===== config.mk =====
export PLATFORM = sky130hd
export DESIGN_NAME = flash_status_reg
export DESIGN_NICKNAME = d
export VERILOG_FILES = /design/src/rtl/sfsr_pkg.sv /design/src/rtl/sfsr_seq.sv /design/src/rtl/sfsr_errs.sv /design/src/rtl/sfsr_freeze.sv /design/src/rtl/flash_status_reg.sv
export SDC_FILE = /design/constraint.sdc
export NUM_CORES = 1
export LEC_CHECK = 0
export BUFFER_PORTS_ARGS = -buffer_cell sky130_fd_sc_hd__buf_4
export CAP_MARGIN = 0
export CORE_MARGIN = 1.5
export CORE_UTILIZATION = 47
export CTS_CLUSTER_SIZE = 28
export DETAILED_ROUTE_END_ITERATION = 10
export GPL_ROUTABILITY_DRIVEN = 1
export PLACE_DENSITY = 0.83
export SLEW_MARGIN = 20
export SYNTH_ARGS = -nofsm -noshare
export SYNTH_HDL_FRONTEND = slang
export SYNTH_SLANG_ARGS = --single-unit

===== constraint.sdc =====
create_clock -name clk -period 2.2 [get_ports clk]
set_input_delay 0.22 -clock clk [delete_from_list [all_inputs] [get_ports clk]]
set_output_delay 0.22 -clock clk [all_outputs]
set_load 0.01 [all_outputs]

===== src/rtl/sfsr_pkg.sv =====
package sfsr_pkg;
    localparam int STATUS_W = 8;
    localparam int NUM_ERR  = 2;

    localparam int BIT_READY = 7;
    localparam int BIT_SUSP  = 6;
    localparam int BIT_EERR  = 5;
    localparam int BIT_PERR  = 4;
    localparam int BIT_SLEEP = 2;

    localparam int ERR_IDX_PROG  = 0;
    localparam int ERR_IDX_ERASE = 1;

    typedef enum logic [2:0] {
        ST_READY      = 3'd0,
        ST_BUSY       = 3'd1,
        ST_BUSY_SLPPD = 3'd2,
        ST_SUSPENDED  = 3'd3,
        ST_ASLEEP     = 3'd4
    } op_state_e;
endpackage


===== src/rtl/sfsr_seq.sv =====
module sfsr_seq
    import sfsr_pkg::*;
(
    input  logic clk,
    input  logic rst_n,
    input  logic op_start,
    input  logic op_done,
    input  logic susp_ack,
    input  logic resume,
    input  logic sleep_req,
    input  logic wake,
    output logic ready,
    output logic suspended,
    output logic asleep
);
    op_state_e state_q, state_d;

    always_ff @(posedge clk or negedge rst_n) begin
        if (!rst_n) state_q <= ST_READY;
        else        state_q <= state_d;
    end

    always_comb begin
        state_d = state_q;
        unique case (state_q)
            ST_READY: begin
                if (op_start)       state_d = ST_BUSY;
                else if (sleep_req) state_d = ST_ASLEEP;
            end
            ST_BUSY: begin
                if (op_done)        state_d = ST_READY;
                else if (susp_ack)  state_d = ST_SUSPENDED;
                else if (sleep_req) state_d = ST_BUSY_SLPPD;
            end
            ST_BUSY_SLPPD: begin
                if (op_done)        state_d = ST_ASLEEP;
                else if (susp_ack)  state_d = ST_SUSPENDED;
            end
            ST_SUSPENDED: begin
                if (resume)         state_d = ST_BUSY;
            end
            ST_ASLEEP: begin
                if (wake)           state_d = ST_READY;
            end
            default:                state_d = ST_READY;
        endcase
    end

    always_comb begin
        ready     = 1'b1;
        suspended = 1'b0;
        asleep    = 1'b0;
        unique case (state_q)
            ST_READY:      ;
            ST_BUSY:       ready = 1'b0;
            ST_BUSY_SLPPD: ready = 1'b0;
            ST_SUSPENDED:  suspended = 1'b1;
            ST_ASLEEP:     asleep = 1'b1;
            default:       ;
        endcase
    end
endmodule


===== src/rtl/sfsr_errs.sv =====
module sfsr_errs #(
    parameter int N = 2
) (
    input  logic         clk,
    input  logic         rst_n,
    input  logic [N-1:0] set_i,
    input  logic         clr_i,
    output logic [N-1:0] err_o
);
    for (genvar i = 0; i < N; i++) begin : g_err
        logic flag_q;
        always_ff @(posedge clk or negedge rst_n) begin
            if (!rst_n)        flag_q <= 1'b0;
            else if (set_i[i]) flag_q <= 1'b1;
            else if (clr_i)    flag_q <= 1'b0;
        end
        assign err_o[i] = flag_q;
    end
endmodule


===== src/rtl/sfsr_freeze.sv =====
module sfsr_freeze #(
    parameter int W = 8,
    parameter logic [W-1:0] RST_VAL = '0
) (
    input  logic         clk,
    input  logic         rst_n,
    input  logic         rd_active,
    input  logic [W-1:0] live_i,
    output logic [W-1:0] view_o
);
    logic         frozen_q;
    logic [W-1:0] snap_q;

    always_ff @(posedge clk or negedge rst_n) begin
        if (!rst_n) begin
            frozen_q <= 1'b0;
            snap_q   <= RST_VAL;
        end else begin
            frozen_q <= rd_active;
            if (!frozen_q) snap_q <= live_i;
        end
    end

    assign view_o = frozen_q ? snap_q : live_i;
endmodule


===== src/rtl/flash_status_reg.sv =====
module flash_status_reg
    import sfsr_pkg::*;
(
    input  logic                clk,
    input  logic                rst_n,
    input  logic                op_start,
    input  logic                op_done,
    input  logic                prog_fail,
    input  logic                erase_fail,
    input  logic                susp_ack,
    input  logic                resume,
    input  logic                sleep_req,
    input  logic                wake,
    input  logic                clr_status,
    input  logic                rd_active,
    output logic [STATUS_W-1:0] status_o
);
    localparam logic [STATUS_W-1:0] RESET_VAL = STATUS_W'(1) << BIT_READY;

    logic                ready, suspended, asleep;
    logic [NUM_ERR-1:0]  err_set, err_q;
    logic [STATUS_W-1:0] live_status;

    sfsr_seq u_seq (
        .clk(clk), .rst_n(rst_n),
        .op_start(op_start), .op_done(op_done),
        .susp_ack(susp_ack), .resume(resume),
        .sleep_req(sleep_req), .wake(wake),
        .ready(ready), .suspended(suspended), .asleep(asleep)
    );

    always_comb begin
        err_set = '0;
        err_set[ERR_IDX_PROG]  = prog_fail;
        err_set[ERR_IDX_ERASE] = erase_fail;
    end

    sfsr_errs #(.N(NUM_ERR)) u_errs (
        .clk(clk), .rst_n(rst_n),
        .set_i(err_set), .clr_i(clr_status),
        .err_o(err_q)
    );

    always_comb begin
        live_status            = '0;
        live_status[BIT_READY] = ready;
        live_status[BIT_SUSP]  = suspended;
        live_status[BIT_EERR]  = err_q[ERR_IDX_ERASE];
        live_status[BIT_PERR]  = err_q[ERR_IDX_PROG];
        live_status[BIT_SLEEP] = asleep;
    end

    sfsr_freeze #(.W(STATUS_W), .RST_VAL(RESET_VAL)) u_frz (
        .clk(clk), .rst_n(rst_n),
        .rd_active(rd_active),
        .live_i(live_status),
        .view_o(status_o)
    );
endmodule


# After elaboration in Yosys (flattened, before gate mapping)
# Index checks and enable logic that the tools add are counted.
# word_totals
ff_bits	14
input_bits	12
elab_cells	36
# classes
n_eq_ne	9
mux	17
reduce_logical	5
# op_table
operator	n
3-bit two-way mux	9
3-bit case mux with 5 select lines	1
8-bit two-way mux	1
3-bit by 2-bit equality test with 1-bit output, second input constant	2
1-bit two-way mux	6
3-bit != test, second input constant	2
5-bit AND reduction	1
2-bit != test, second input constant	2
4-bit != test, second input constant	1
2-bit nonzero test	2
3-bit by 1-bit equality test with 1-bit output, second input constant	1
3-bit equality test, second input constant	1
3-bit logical NOT	1
2-bit OR reduction	1

# Logic depth before layout (Yosys ltp)
# depth
ltp_word	4
ltp_mapped	5

# Hierarchy
# From an unflattened synthesis, not the netlist that was laid out.
# unflattened
cells_unflattened	64
hier_area_um2	725.7
# modules_own_cells
mod	n_inst	cells_per_inst	area_per_inst_um2
sfsr_freeze	1	18	357.8
sfsr_seq	1	38	280.3
sfsr_errs	1	7	83.8
flash_status_reg	1	1	3.8

# Least setup slack after synthesis
# No wires, ideal clock.
# synth_path
path_kind	reg-to-reg
startpoint	reg u_seq.state_q[1]
endpoint	reg u_seq.state_q[0]
setup_ps	125
t_arrival_ps	1487
required_ps	2075
path_slack_ps	588
path_stages_with_launch	6
n_path_buf	1
path_cell_list	dfrtp_1 -> buf_6 -> or4_4 -> a21oi_2 -> a21oi_2 -> mux2_4
# synth_via
elab_chain_len	3
# synth_rtl
element	line_no	text
start, declared	sfsr_seq.sv:16	op_state_e state_q, state_d;
start signal, assigned	sfsr_seq.sv:20	else state_q <= state_d;
3-bit by 1-bit equality test with 1-bit output (tied with other cells)	sfsr_seq.sv:25	unique case (state_q)
4-bit != test (no source line) (tied with other cells)	n/a	
5-bit AND reduction (no source line)	n/a	
# Several ways; a longest one is shown, not always the timed one.
# A chain may end at the register's enable or synchronous reset.

# Worst setup path in the final report
# layout_path
startpoint	reg u_seq.state_q[1]
endpoint	out status_o[7]
# layout_via
elab_chain_len	4
# layout_rtl
element	line_no	text
3-bit by 1-bit equality test with 1-bit output or 3-bit by 2-bit equality test with 1-bit output (tied branches)	sfsr_seq.sv:53	unique case (state_q)
2-bit OR reduction (no source line) *	n/a	
1-bit two-way mux *	sfsr_seq.sv:53	
8-bit two-way mux *	n/a	
end, declared	flash_status_reg.sv:16	output logic [STATUS_W-1:0] status_o
# Every way passes the cells marked *; elsewhere a longest branch is shown, timed or not.

==> results.py <==
metrics = {
    "timing": {
        "period_share_pct": 79.08,
        "finalSetupViolCount": 0,
        "rsz0062_at_grt": "no",
        "tns_ns": 0,
        "fin_crit_ns": 1.740,
        "relSlewSlack_pct": 76.37,
        "clock.fmax_ghz": 0.5748,
        "hold_viol": 0,
        "slew_violations": 0,
        "skew_ns": 0.002716,
        "tightest_slew_ns": 0.3544,
    },
    "floorplanning": {
        "dieHeight_um": 39.41,
        "rows": 12,
        "die_area_um2": 1553,
        "coreArea_um2": 1171,
        "io_pins": 20,
        "die_x_um": 39.41,
        "initial_utilization_pct": 53.21,
    },
    "global_routing": {
        "grt_max_degree": 15,
        "grt_pass1_vias": 431,
        "grt_pass1_wl_um": 1856,
        "grt_antenna_before_repair": 0,
        "grt_use_total_pct": 18.68,
        "grt_remaining_overflow": 0,
    },
    "place": {
        "dp_cells": 86,
        "globalplace.congestion": 0.8474,
        "port_buffers": 19,
        "dp_hpwl_um": 936.8,
    },
    "pwr": {
        "vdd_drop_max_uv": 500.6,
        "intPower_mw": 0.5344,
        "seq_power_share_pct": 47.5,
        "p_clk_share_pct": 22.8,
        "p_sw_mw": 0.2463,
        "swShare_pct": 31.54,
        "leakage_nw": 0.3878,
        "power_frac_comb_pct": 29.7,
        "powerDensity_nw_per_um2": 970.4,
    },
    "synthesis": {
        "ys_types": 26,
        "synth_top_cell_by_area": "dfrtp_1",
        "syn_nets": 69,
        "yosysTopAreaCellShare_pct": 52.21,
        "ys_seq_area_share_pct": 56.43,
        "yosys_warnings": 0,
        "syn_avg_cell_area_um2": 10.93,
        "synth_top_cells_by_area": "dfrtp_1 52%, dfstp_2 4.2%, mux2_2 3.6%",
        "syn_area_um2": 623.1,
        "ys_ff_latch": 14,
        "synth_cells": 57,
    },
    "clocking": {
        "h-tree-depth": 1,
        "clock_latency_ns": 0.27,
        "root_buffer": "clkbuf_4",
        "cts_buffers": 3,
        "clock_sinks": 14,
        "clkTransAtPathRegs_ns": 0.08,
        "cts_tree": "done",
        "cts_resized": 0,
        "cts_max_path_buffers": 2,
    },
    "route": {
        "wirelength_um": 1223,
        "vias": 488,
        "drt_iter0_drc": 16,
        "wl_per_cell_um": 13.44,
        "drcViolationCount": 0,
        "first_pass_iters": 4,
        "antenna_left": 0,
        "vias_per_cell": 5.363,
    },
    "final_layout": {
        "diodes": 0,
        "fin_nets": 90,
        "stdcell_count": 91,
        "final_cell_mix": "19 x buf_4, 13 x dfrtp_1, 5 x nand2_1",
        "final_core_util_pct": 68.70,
        "drive_gt1_share_pct": 40.26,
        "syn2layout_area_growth_pct": 29.12,
        "mostFrequentLayoutCell": "buf_4",
    },
    "worst_setup_path": {
        "required_ns": 1.98,
        "r2r_cells": 4,
        "reg2reg_slack_ns": 0.51,
        "worstPathArrival_ns": 1.52,
        "critPathMaxFanout": 9,
        "crit_path_end_kind": "output port",
        "critPathLaunchType": "flop",
        "setup.worst_path.class": "reg -> out",
        "reg2reg_from": "u_seq.state_q[1]",
        "r2r_end": "u_seq.state_q[0]",
    },
    "hold_path": {
        "worst_hold_path.num_cells": 1,
        "whs_endpoint": "u_frz.frozen_q",
        "hp-start": "rd_active",
        "hold_path.class": "in -> reg",
    },
    "job": {
        "max_cap_viol_count": 0,
    },
    "run_status": {
        "status": "completed",
    },
}
[per-layer routing]
metal / track usage (%) / wire length [um] / up-vias
li1: - / - / 238
met1: 21.15 / 538 / 233
met2: 31.97 / 602 / 15
met3: 3.977 / 70 / 2
met4: 10.34 / 10 / 0
met5: 0 / 0 / -
[worst max-delay path, cell delays in order, from the launching register on]
cell	delay, ns
dfrtp_1	0.48
or2b_1	0.28
a211oi_1	0.23
a21oi_1	0.08
buf_4	0.17
[flip-flops by register name (all words and copies together) (netlist names)]
| register | cells |
|---|---|
| u_frz.frozen_q | 1 |
| u_seq.state_q | 3 |
| u_errs.g_err.flag_q | 2 |
| u_frz.snap_q | 8 |
[power by group through the flow]
stage | logic, mW | clock network (mW) | registers (mW)
floorplan | 0.211 | 0 | 0.325
global placement | 0.225 | 0 | 0.369
detailed placement | 0.235 | 0 | 0.372
CTS | 0.235 | 0.184 | 0.368
global route | 0.257 | 0.194 | 0.377
finish | 0.232 | 0.178 | 0.371
[kinds of logic after synthesis]
family / count (synthesis) / synth area share [%]
AOI/OAI and AO/OA: 15 / 15.66
buffers and inverters: 6 / 5.221
muxes: 3 / 6.023
DFF: 14 / 56.43
and+or+nand+nor: 19 / 16.67
[timing repair]
item	in CTS	in global routing
endpoints found under the hold margin	14	0
setup buffers	0	0
hold buffers	1	0
[Yosys cell counts, drive strengths merged]
cell type  instances
a31oi              1
buf                3
dfstp              1
and2               3
nand2b             2
a21oi              6
nor3               2
clkbuf             1
mux2               3
o31ai              1
nand2              5
nand3b             1
or2b               1
o2bb2ai            1
or2                1
a21o               2
a211oi             1
nor2               3
or4                1
dfrtp             13
inv                2
o21ai              3
[layout make-up]
type | instances | area (um^2)
timing repair buffer | 20 | 152.6
clock buffer | 4 | 36.28
multi-input combinational | 37 | 239.0
fill | 104 | 366.6
sequential | 14 | 351.6
tap | 14 | 17.52
inverter | 2 | 7.507
[through the flow]
| stage | power, mW | setup WS, ns | hold slack [ns] | cell area (um^2) |
|---|---|---|---|---|
| after CTS | 0.7874 | 0.4574 | 0.04274 | 804.5 |
| final | 0.7807 | 0.4601 | 0.04983 | 804.5 |
| after global placement | 0.5937 | 0.5949 | 0.07607 | 758.2 |
| after detailed placement | 0.6069 | 0.5275 | 0.07602 | 758.2 |
| after floorplan | 0.5357 | 0.5880 | -0.07559 | 623.1 |
| after global routing | 0.8278 | 0.3903 | 0.03814 | 804.5 |
[worst max path at each step]
stage               slack (ns)        startpoint               end  cells after the start
floorplan                 0.59  u_seq.state_q[1]  u_seq.state_q[0]                      5
global placement          0.59  u_seq.state_q[1]  u_seq.state_q[0]                      4
detailed placement        0.53  u_seq.state_q[1]  u_seq.state_q[0]                      4
CTS                       0.46  u_seq.state_q[0]       status_o[7]                      4
global route              0.39  u_seq.state_q[0]       status_o[7]                      4
finish                    0.46  u_seq.state_q[1]       status_o[7]                      4
Note: power is estimated with default switching activity, not from simulation.
